$ cat config.mk
export PLATFORM = sky130hd
export DESIGN_NAME = pol_fault_supervisor
export DESIGN_NICKNAME = d
export VERILOG_FILES = /design/src/rtl/pfs_pkg.sv /design/src/rtl/pfs_tick_gen.sv /design/src/rtl/pfs_qualify.sv /design/src/rtl/pfs_thresholds.sv /design/src/rtl/pfs_seq.sv /design/src/rtl/pol_fault_supervisor.sv
export SDC_FILE = /design/constraint.sdc
export NUM_CORES = 1
export LEC_CHECK = 0
export BUFFER_PORTS_ARGS = -buffer_cell sky130_fd_sc_hd__buf_4
export CORE_MARGIN = 2
export CORE_UTILIZATION = 50
export DETAILED_ROUTE_END_ITERATION = 12
export GPL_TIMING_DRIVEN = 0
export MAX_ROUTING_LAYER = met4
export PLACE_DENSITY = 0.76
export RECOVER_POWER = 25
export SYNTH_ARGS = -nofsm -noshare
export SYNTH_HDL_FRONTEND = slang
export SYNTH_HIERARCHICAL = 1
export SYNTH_SLANG_ARGS = --single-unit
$ cat constraint.sdc
create_clock -name clk -period 1.7 [get_ports clk]
set_clock_uncertainty 0.05 [all_clocks]
set_input_delay 0.255 -clock clk [delete_from_list [all_inputs] [get_ports clk]]
set_output_delay 0.255 -clock clk [all_outputs]
set_load 0.02 [all_outputs]
$ cat src/rtl/pfs_pkg.sv
package pfs_pkg;

  // Sticky shutdown cause codes, visible at the top-level port.
  typedef enum logic [2:0] {
    CAUSE_NONE = 3'd0,
    CAUSE_OV   = 3'd1,
    CAUSE_UV   = 3'd2,
    CAUSE_OC   = 3'd3,
    CAUSE_OT   = 3'd4,
    CAUSE_EXT  = 3'd5
  } cause_e;

  typedef enum logic [1:0] {
    ST_OFF    = 2'd0,
    ST_RUN    = 2'd1,
    ST_HICCUP = 2'd2,
    ST_LATCH  = 2'd3
  } sup_state_e;

  // Slots in the qualified-condition vector.
  localparam int NUM_SRC   = 6;
  localparam int IDX_OV    = 0;
  localparam int IDX_UV    = 1;
  localparam int IDX_OC    = 2;
  localparam int IDX_OT    = 3;
  localparam int IDX_EXT   = 4;
  localparam int IDX_PGOUT = 5;

endpackage

$ cat src/rtl/pfs_tick_gen.sv
module pfs_tick_gen #(
  parameter int unsigned DIV = 100
) (
  input  logic clk,
  input  logic rst_n,
  output logic tick
);

  localparam int unsigned CW = (DIV > 1) ? $clog2(DIV) : 1;
  localparam logic [CW-1:0] LAST = CW'(DIV - 1);

  logic [CW-1:0] cnt_q;
  logic [CW-1:0] cnt_d;

  always_comb begin
    if (cnt_q == LAST) cnt_d = '0;
    else               cnt_d = cnt_q + 1'b1;
  end

  always_ff @(posedge clk or negedge rst_n) begin
    if (!rst_n) cnt_q <= '0;
    else        cnt_q <= cnt_d;
  end

  assign tick = (cnt_q == LAST);

endmodule

$ cat src/rtl/pfs_qualify.sv
module pfs_qualify #(
  parameter int unsigned LIMIT = 6
) (
  input  logic clk,
  input  logic rst_n,
  input  logic tick,
  input  logic raw,
  output logic hit
);

  localparam int unsigned QW = $clog2(LIMIT + 1);
  localparam logic [QW-1:0] TOP = QW'(LIMIT);

  logic [QW-1:0] cnt_q;
  logic [QW-1:0] cnt_d;
  logic          cnt_en;

  // The count advances only on ticks and saturates at the limit.
  assign cnt_en = tick && (cnt_q != TOP);

  always_comb begin
    if (!raw)        cnt_d = '0;
    else if (cnt_en) cnt_d = cnt_q + 1'b1;
    else             cnt_d = cnt_q;
  end

  always_ff @(posedge clk or negedge rst_n) begin
    if (!rst_n) cnt_q <= '0;
    else        cnt_q <= cnt_d;
  end

  assign hit = (cnt_q == TOP);

endmodule

$ cat src/rtl/pfs_thresholds.sv
module pfs_thresholds #(
  parameter int unsigned VW        = 12,
  parameter int unsigned TW        = 8,
  parameter int unsigned OVP_FLOOR = 1000,
  parameter int unsigned OT_TRIP   = 120,
  parameter int unsigned OT_CLEAR  = 110
) (
  input  logic          clk,
  input  logic          rst_n,
  input  logic [VW-1:0] vout,
  input  logic [VW-1:0] vset,
  input  logic [TW-1:0] temp_c,
  output logic          ov_cmp,
  output logic          uv_cmp,
  output logic          in_win,
  output logic          ot_raw
);

  localparam int unsigned PW = VW + 4;
  localparam logic [VW-1:0] FLOOR_C = VW'(OVP_FLOOR);
  localparam logic [TW-1:0] TRIP_C  = TW'(OT_TRIP);
  localparam logic [TW-1:0] CLEAR_C = TW'(OT_CLEAR);

  logic [PW-1:0] out_x10;
  logic [PW-1:0] out_x4;
  logic [PW-1:0] set_x13;
  logic [PW-1:0] set_x11;
  logic [PW-1:0] set_x9;
  logic [PW-1:0] set_x3;
  logic          ot_q;

  // Ratios are compared by cross-multiplying, so no divider is needed.
  always_comb begin
    out_x10 = PW'(vout) * PW'(10);
    out_x4  = PW'(vout) * PW'(4);
    set_x13 = PW'(vset) * PW'(13);
    set_x11 = PW'(vset) * PW'(11);
    set_x9  = PW'(vset) * PW'(9);
    set_x3  = PW'(vset) * PW'(3);
  end

  assign ov_cmp = (out_x10 > set_x13) && (vout > FLOOR_C);
  assign uv_cmp = (out_x4 < set_x3);
  assign in_win = (out_x10 >= set_x9) && (out_x10 <= set_x11);

  // Temperature hysteresis: set above the trip point, held until below clear.
  assign ot_raw = (temp_c > TRIP_C) || (ot_q && !(temp_c < CLEAR_C));

  always_ff @(posedge clk or negedge rst_n) begin
    if (!rst_n) ot_q <= 1'b0;
    else        ot_q <= ot_raw;
  end

endmodule

$ cat src/rtl/pfs_seq.sv
module pfs_seq
  import pfs_pkg::*;
#(
  parameter int unsigned HICCUP_TICKS = 130000
) (
  input  logic               clk,
  input  logic               rst_n,
  input  logic               tick,
  input  logic               en_act,
  input  logic               ramping,
  input  logic               in_win,
  input  logic               ot_raw,
  input  logic [NUM_SRC-1:0] hit,
  output logic               drive_en,
  output logic               flt_pull,
  output logic               pg_good,
  output cause_e             cause
);

  localparam int unsigned HW = (HICCUP_TICKS > 1) ? $clog2(HICCUP_TICKS) : 1;
  localparam logic [HW-1:0] H_LAST = HW'(HICCUP_TICKS - 1);

  sup_state_e    state_q, state_d;
  logic [HW-1:0] hcnt_q, hcnt_d;
  logic          pg_q, pg_d;
  cause_e        cause_q, cause_d;
  logic          run;
  logic          expire;
  logic          retry_fault;

  function automatic cause_e pick_retry_cause(input logic [NUM_SRC-1:0] h);
    if (h[IDX_OT])      return CAUSE_OT;
    else if (h[IDX_OC]) return CAUSE_OC;
    else if (h[IDX_UV]) return CAUSE_UV;
    else                return CAUSE_EXT;
  endfunction

  assign run         = (state_q == ST_RUN);
  assign expire      = (state_q == ST_HICCUP) && tick && (hcnt_q == H_LAST);
  assign retry_fault = hit[IDX_UV] | hit[IDX_OC] | hit[IDX_OT] | hit[IDX_EXT];

  // Next-state logic.
  always_comb begin
    state_d = state_q;
    unique case (state_q)
      ST_OFF: begin
        if (en_act && !ot_raw) state_d = ST_RUN;
      end
      ST_RUN: begin
        if (!en_act)          state_d = ST_OFF;
        else if (hit[IDX_OV]) state_d = ST_LATCH;
        else if (retry_fault) state_d = ST_HICCUP;
      end
      ST_HICCUP: begin
        if (!en_act)                 state_d = ST_OFF;
        else if (hit[IDX_OV])        state_d = ST_LATCH;
        else if (expire && !ot_raw)  state_d = ST_RUN;
      end
      ST_LATCH: begin
        if (!en_act) state_d = ST_OFF;
      end
      default: state_d = ST_OFF;
    endcase
  end

  // Hiccup period counter: runs in ticks while waiting, restarts each period.
  always_comb begin
    if (state_q != ST_HICCUP) hcnt_d = '0;
    else if (expire)          hcnt_d = '0;
    else if (tick)            hcnt_d = hcnt_q + 1'b1;
    else                      hcnt_d = hcnt_q;
  end

  // Power-good: set in window, cleared by ramp or a qualified excursion.
  always_comb begin
    if (!run || ramping) pg_d = 1'b0;
    else if (in_win)     pg_d = 1'b1;
    else if (hit[IDX_PGOUT]) pg_d = 1'b0;
    else                 pg_d = pg_q;
  end

  // Sticky cause: written on each protective shutdown, cleared on good turn-on.
  always_comb begin
    cause_d = cause_q;
    if ((state_q == ST_RUN || state_q == ST_HICCUP) && en_act && hit[IDX_OV]) begin
      cause_d = CAUSE_OV;
    end else if (run && en_act && retry_fault) begin
      cause_d = pick_retry_cause(hit);
    end else if (pg_d && !pg_q) begin
      cause_d = CAUSE_NONE;
    end
  end

  always_ff @(posedge clk or negedge rst_n) begin
    if (!rst_n) begin
      state_q <= ST_OFF;
      hcnt_q  <= '0;
      pg_q    <= 1'b0;
      cause_q <= CAUSE_NONE;
    end else begin
      state_q <= state_d;
      hcnt_q  <= hcnt_d;
      pg_q    <= pg_d;
      cause_q <= cause_d;
    end
  end

  assign drive_en = run;
  assign flt_pull = (state_q == ST_HICCUP) || (state_q == ST_LATCH);
  assign pg_good  = pg_q && run;
  assign cause    = cause_q;

endmodule

$ cat src/rtl/pol_fault_supervisor.sv
module pol_fault_supervisor
  import pfs_pkg::*;
#(
  parameter int unsigned VW           = 12,
  parameter int unsigned TW           = 8,
  parameter int unsigned TICK_DIV     = 100,
  parameter int unsigned DET_TICKS    = 6,
  parameter int unsigned HICCUP_TICKS = 130000,
  parameter int unsigned OVP_FLOOR    = 1000,
  parameter int unsigned OT_TRIP      = 120,
  parameter int unsigned OT_CLEAR     = 110
) (
  input  logic          clk,
  input  logic          rst_n,
  input  logic          en_pin,
  input  logic          en_pol,
  input  logic [VW-1:0] vout,
  input  logic [VW-1:0] vset,
  input  logic          oc_flag,
  input  logic [TW-1:0] temp_c,
  input  logic          ramping,
  input  logic          flt_line_in,
  output logic          drive_en,
  output logic          pg_good,
  output logic          flt_pull,
  output logic [2:0]    flt_cause
);

  logic [1:0]         rst_sync_q;
  logic               rst_int_n;
  logic               tick;
  logic               en_act;
  logic               ov_cmp;
  logic               uv_cmp;
  logic               in_win;
  logic               ot_raw;
  logic [NUM_SRC-1:0] raw_vec;
  logic [NUM_SRC-1:0] hit_vec;
  cause_e             cause;

  // Reset asserts at once and releases two clocks later.
  always_ff @(posedge clk or negedge rst_n) begin
    if (!rst_n) rst_sync_q <= 2'b00;
    else        rst_sync_q <= {rst_sync_q[0], 1'b1};
  end
  assign rst_int_n = rst_sync_q[1];

  assign en_act = en_pol ? en_pin : !en_pin;

  pfs_tick_gen #(
    .DIV (TICK_DIV)
  ) i_tick (
    .clk   (clk),
    .rst_n (rst_int_n),
    .tick  (tick)
  );

  pfs_thresholds #(
    .VW        (VW),
    .TW        (TW),
    .OVP_FLOOR (OVP_FLOOR),
    .OT_TRIP   (OT_TRIP),
    .OT_CLEAR  (OT_CLEAR)
  ) i_thr (
    .clk    (clk),
    .rst_n  (rst_int_n),
    .vout   (vout),
    .vset   (vset),
    .temp_c (temp_c),
    .ov_cmp (ov_cmp),
    .uv_cmp (uv_cmp),
    .in_win (in_win),
    .ot_raw (ot_raw)
  );

  always_comb begin
    raw_vec            = '0;
    raw_vec[IDX_OV]    = ov_cmp;
    raw_vec[IDX_UV]    = uv_cmp && drive_en && !ramping;
    raw_vec[IDX_OC]    = oc_flag;
    raw_vec[IDX_OT]    = ot_raw;
    raw_vec[IDX_EXT]   = !flt_line_in && !flt_pull;
    raw_vec[IDX_PGOUT] = !in_win;
  end

  for (genvar g = 0; g < NUM_SRC; g++) begin : g_qual
    pfs_qualify #(
      .LIMIT (DET_TICKS)
    ) i_q (
      .clk   (clk),
      .rst_n (rst_int_n),
      .tick  (tick),
      .raw   (raw_vec[g]),
      .hit   (hit_vec[g])
    );
  end

  pfs_seq #(
    .HICCUP_TICKS (HICCUP_TICKS)
  ) i_seq (
    .clk      (clk),
    .rst_n    (rst_int_n),
    .tick     (tick),
    .en_act   (en_act),
    .ramping  (ramping),
    .in_win   (in_win),
    .ot_raw   (ot_raw),
    .hit      (hit_vec),
    .drive_en (drive_en),
    .flt_pull (flt_pull),
    .pg_good  (pg_good),
    .cause    (cause)
  );

  assign flt_cause = cause;

endmodule

# Word-level counts from Yosys, hierarchy flattened

Cells that the tools add are included.

Register bits after elaboration: 51
Input port bits: 39
Output and inout bits: 6
Logic and storage cells: 137

Add/subtract/negate cells: 8
Multiply operators: 5
$lt $le $gt $ge: 7
Eq/ne operators: 27
Mux-type cells: 35
Bitwise logic cells: 3
Reductions and logical operators: 39

Operator list:

| cell                  | number |
|---|---|
| $mux 3                | 18 |
| $mux 17               | 3 |
| $mul 12x4->16 const B | 3 |
| $logic_and 1x1->1     | 22 |
| $add 3x1->3 const B   | 6 |
| $eq 3x3->1 const B    | 6 |
| $ne 3x3->1 const B    | 6 |
| $add 17x1->17 const B | 1 |
| $eq 17x17->1 const B  | 1 |
| $ge 16x16->1          | 1 |
| $gt 16x16->1          | 1 |
| $le 16x16->1          | 1 |
| $mux 2                | 8 |
| $mul 12x3->15 const B | 1 |
| $lt 14x14->1          | 1 |
| $mul 12x2->14 const B | 1 |
| $gt 12x10->1 const B  | 1 |
| $ne 2x2->1 const B    | 6 |
| $gt 8x7->1 const B    | 1 |
| $logic_not 1->1       | 8 |
| $lt 8x7->1 const B    | 1 |
| $ne 4x3->1 const B    | 2 |
| $pmux 2 s4            | 1 |
| $add 7x1->7 const B   | 1 |
| 12 further kinds      | 23 |

# Depth between registers and ports, before layout

Depth in word-level cells: 10
Depth in mapped cells: 22
Mapped depth without buffers: 22

# Modules after synthesis

Netlist, hierarchy kept.

By module, submodules not included:

| module               | times used | cells an instance | area each (um2) | sequential area each (um2) |
|---|---|---|---|---|
| pfs_thresholds       | 1          | 552               | 4625.7          | 25.0 |
| pfs_seq              | 1          | 156               | 1427.6          | 575.6 |
| pfs_qualify          | 6          | 16                | 183.9           | 75.1 |
| pfs_tick_gen         | 1          | 29                | 345.3           | 175.2 |
| pol_fault_supervisor | 1          | 7                 | 78.8            | 50.0 |

# Worst setup path after synthesis

No wires, ideal clock.

Path type: input to register
From: in vset[1]
To: reg i_seq.cause_q[1], in the netlist i_seq/cause[1]
Setup time: 0.147 ns
Arrival: 4.515 ns
Data required time: 1.503 ns
Slack: -3.012 ns
Cell stages on the path: 19
Buffers on the path: 0
Cell sequence: ha_1 > xor2_1 > ha_1 > ha_1 > a311o_1 > o221a_4 > o41a_1 > a311o_1 > a21oi_1 > ha_1 > nand4_1 > nor3_1 > a211oi_1 > o21ai_0 > a22oi_1 > a21oi_1 > or4b_2 > a31oi_1 > a31oi_1

Word-level cells in the longest chain between the ends: 7
Elaborated cells between the ends (all ways): 9
Classes of those cells: mul (2); order compare (2); mux (2); reduce/logical (3)

RTL lines:

| what                                                | line                                       | text |
|---|---|---|
| from (decl)                                         | pol_fault_supervisor.sv:18                 | `input logic [VW-1:0] vset,` |
| $mul 12x4->16 (on tied branches)                    | pfs_thresholds.sv:38, pfs_thresholds.sv:37 |  |
| $ge 16x16->1 / $le 16x16->1 (equally long branches) | pfs_thresholds.sv:44                       | `assign in_win = (out_x10 >= set_x9) && (out_x10 <= set_x11);` |
| $logic_and 1x1->1 *                                 | pfs_thresholds.sv:44                       |  |
| named net in_win                                    | pol_fault_supervisor.sv:35                 | `logic in_win;` |
| $mux 1 *                                            | pfs_seq.sv:77                              | `else if (in_win) pg_d = 1'b1;` |
| $mux 1 *                                            | pfs_seq.sv:76                              | `if (!run \|\| ramping) pg_d = 1'b0;` |
| $logic_and 1x1->1 *                                 | pfs_seq.sv:89                              | `end else if (pg_d && !pg_q) begin` |
| $reduce_bool 3->1 (no line) *                       | -                                          |  |
| to (signal assigned)                                | pfs_seq.sv:104                             | `cause_q <= cause_d;` |
| to (decl)                                           | pfs_seq.sv:26                              | `cause_e cause_q, cause_d;` |

The timed path passes the listed nets; every way through them passes the cells marked *.
A chain may end at the register's enable or synchronous reset.

# Worst setup path after layout

From: in vset[3]
To: reg i_seq.cause_q[2], in the netlist i_seq/cause[2]

Same word-level chain as after synthesis.

==> metrics <==
status=complete, but fails checks; failing checks=negative setup slack; TNS Setup=-34,470 ps; commonest cells in the synthesized netlist=171 x ha_1, 88 x inv_1, 63 x a21oi_1; area share of the largest cell type after synthesis=0.2822; Worst Path Required=1770 ps; ranking of synthesized cells by area=ha_1 28%, dfrtp_1 17%, fa_1 6.6%; initial antenna violation count=0; Most used DFF post-synth=dfrtp_1; RSZ-0062 raised after global routing=true; Num CTS Buffers=5; max cap viols=0; count leader, synth=ha_1; FMAX=0.2056 GHz; first-pass GRT wire length=32,370 um; Clock Tree Buf Depth=2; Starting Density=0.5043; VDD IR-drop max=0.4399 mV; grt total ovfl=0; Leak=4.648 nW; async set-reset flop share out of synthesis=1.000; DP Cell Count=1,073; mean routed wirelength per cell=18.25 um; # DRC=0; Routed WL=21,120 um; Port-buffer cells=44; setup ws final=-3165 ps; footprint of the multi-input gates=0.006793 mm^2; layout cells sized above 1=0.2972; Seq/Total Area, Yosys=0.1683; post-synthesis register bit count=51; count of flip-flops with a built-in enable after synthesis=0; final non-filler cell total=1,157; clk slew on worst S/H paths=70 ps; post-synth cell types=77; antenna viol nets, final=0; fin area=0.009906 mm^2; DRT Pass-1 Iters=5; core area=0.01503 mm^2; Finish-stage setup viols=38; syn_nets=1,075; crit path kind=in -> reg; Die ar.=0.01616 mm^2; min Tclk post-route=4865 ps; DR iter-0 viols=452; Hold Fails Final Rpt=0; die width=127.1 um; met2 WL=10,640 um; Max FO, Critical Path=5; WL met1=8923 um; P per Cell Area=696.3 mW/mm^2; Final Max Slew Viols=0; DIE HEIGHT=127.1 um; endpoint class of the critical path=register; met3 WL post-DR=910 um; Layout area overhead=30.67%; total track usage=0.2504; Clk Latency, worst-skew pair=300 ps; vias in the first global route=6,740; nets=1,203; Placement Cell Area=0.008478 mm^2; Register Area=0.001290 mm^2; Avg Vias per Cell=5.989; top layer used by detailed routing=met4; Avg Inst Size Synth=9.025 um^2; relative slew slack=0.3670; Yosys top cell by area=ha_1; clock sink total=51; GPL Wtd Cong=0.8547; hold slack=83.10 ps; Syn Std Cell Area=0.007581 mm^2; CP startpoint kind=input port; Synth Instances=840; # fillers=1,087; largest net degree at the start of global routing=31; io pins=45; DP Wirelength=13,620 um; synth warn=6; routed via count=6,929; antenna cell count=0; min-delay worst type=in -> reg; row count=45; worst slew pin tran=949.5 ps; CTS tree=done; CP arrival=4940 ps; H-tree depth=2; root buf cell=clkbuf_16; Period Utilization, post-route=2.862
==> path summary, 6_finish.rpt <==
| path | start | endpoint | slack (ps) | depth (start not counted) |
|---|---|---|---|---|
| setup / recovery | vset[3] | i_seq/cause[2]$_DFFE_PN0P_ | -3160 | 20 |
| hold / removal | ramping | i_seq/pg_q$_DFF_PN0_ | 80 | 2 |
| setup reg to reg | g_qual[2].i_q/cnt_q[0]$_DFFE_PN0P_ | i_seq/cause[1]$_DFFE_PN0P_ | -520 | 8 |
| hold reg to reg | rst_sync_q[0]$_DFF_PN0_ | rst_sync_q[1]$_DFF_PN0_ | 300 | 0 |
| max in group asynchronous | rst_sync_q[1]$_DFF_PN0_ | i_tick/cnt_q[0]$_DFF_PN0_ | 570 | 1 |
| min in group asynchronous | rst_n | rst_sync_q[0]$_DFF_PN0_ | 220 | 2 |
==> per-stage QoR <==
step / util / setup slack, ps / power, W
global route: 0.6589 / -3320 / 0.007511
global placement: 0.5625 / -3458 / 0.005067
floorplan: - / -2666 / 0.004231
detailed placement: 0.5640 / -3507 / 0.005173
finish: 0.6589 / -3165 / 0.006898
CTS: 0.6262 / -2948 / 0.006568
==> timing repair <==
item / CTS / global route
setup buffers: 47 / 29
hold buffers: 1 / 0
hold endpoints to repair: 2 / 0
resized for setup: 89 / 72
setup endpoints to repair: 43 / 40
cloned: 3 / 0
pin swaps: 39 / 55
==> cells by family (layout without fill, tap and decap cells) <==
kind of cell / count (synthesis) / count (layout) / synth area share
AND/OR/NAND/NOR: 227 / 228 / 0.1733
AO/OA/AOI/OAI: 207 / 207 / 0.1857
adder cells (fa/ha/maj): 196 / 196 / 0.3482
buffers and inverters: 92 / 220 / 0.04605
XOR/XNOR: 57 / 57 / 0.06585
flip-flops: 51 / 51 / 0.1683
multiplexers: 9 / 9 / 0.01205
other: 1 / 1 / 0.0004947
==> layout make-up <==
| type | instances | area share |
|---|---|---|
| Multi-Input combinational cell | 698 | 0.6857 |
| Sequential cell | 51 | 0.1302 |
| Tap cell | 188 | 0.02375 |
| Buffer | 3 | 0.003410 |
| Clock buffer | 6 | 0.01301 |
| Timing Repair Buffer | 121 | 0.1085 |
| Inverter | 88 | 0.03360 |
| Clock inverter | 2 | 0.001768 |
==> worst max-delay path: stages <==
cell and delay (ps):
buf_12 110, ha_4 230, xor2_1 150, ha_1 330, ha_4 230, a311o_1 320, o221a_4 260, o41a_1 470
a311oi_2 340, ha_1 300, a21o_1 170, a21oi_2 130, nor2b_2 70, a211oi_2 190, o21ai_1 100, a22oi_2 340
a21oi_2 70, or4b_4 590, a31oi_2 200, a31oi_1 80
==> report_power, final <==
part / switching (W) / total [W] / internal, W
combinational: 0.00242 / 0.00458 / 0.00216
clock: 0.000472 / 0.00102 / 0.000553
sequential: 0.0000461 / 0.00129 / 0.00124
total: 0.00294 / 0.00690 / 0.00396
==> state kept, by name, summed over array words and instances, names as in the netlist <==
| register | cells |
|---|---|
| i_seq/hcnt_q | 17 |
| i_seq/cause | 3 |
| rst_sync_q | 2 |
| i_seq/pg_q | 1 |
| i_tick/cnt_q | 7 |
| i_seq/state_q | 2 |
| i_thr/ot_q | 1 |
| g_qual.i_q/cnt_q | 18 |
==> routing by layer <==
layer	vias up	GRT usage
li1	3304	-
met1	3333	0.3124
met2	233	0.4466
met3	59	0.01549
met4	0	0.06012
met5	-	-
==> cell usage in the layout, fill, tap and decap left out, types with 5 or more instances in the layout <==
master and count:
nand4_1 18, and2_1 8, a21oi_1 49, buf_6 15, nand3_1 11, nor2_2 5
inv_1 84, xor2_1 22, and2_4 5, dfrtp_2 11, ha_2 5, buf_4 96
dfrtp_1 40, ha_4 22, fa_1 23, xnor2_1 32, nor3_1 11, o21ai_1 9
o21ai_0 19, nand2b_1 13, clkbuf_16 5, o21ai_2 5, nor3b_2 7, a21o_1 24
buf_12 8, nor2_1 29, and4b_1 6, a21oi_2 11, ha_1 144, mux2i_1 8
nor2b_1 7, a31oi_1 10, nand2_1 57
No activity file was read; power rests on OpenSTA's default activity.
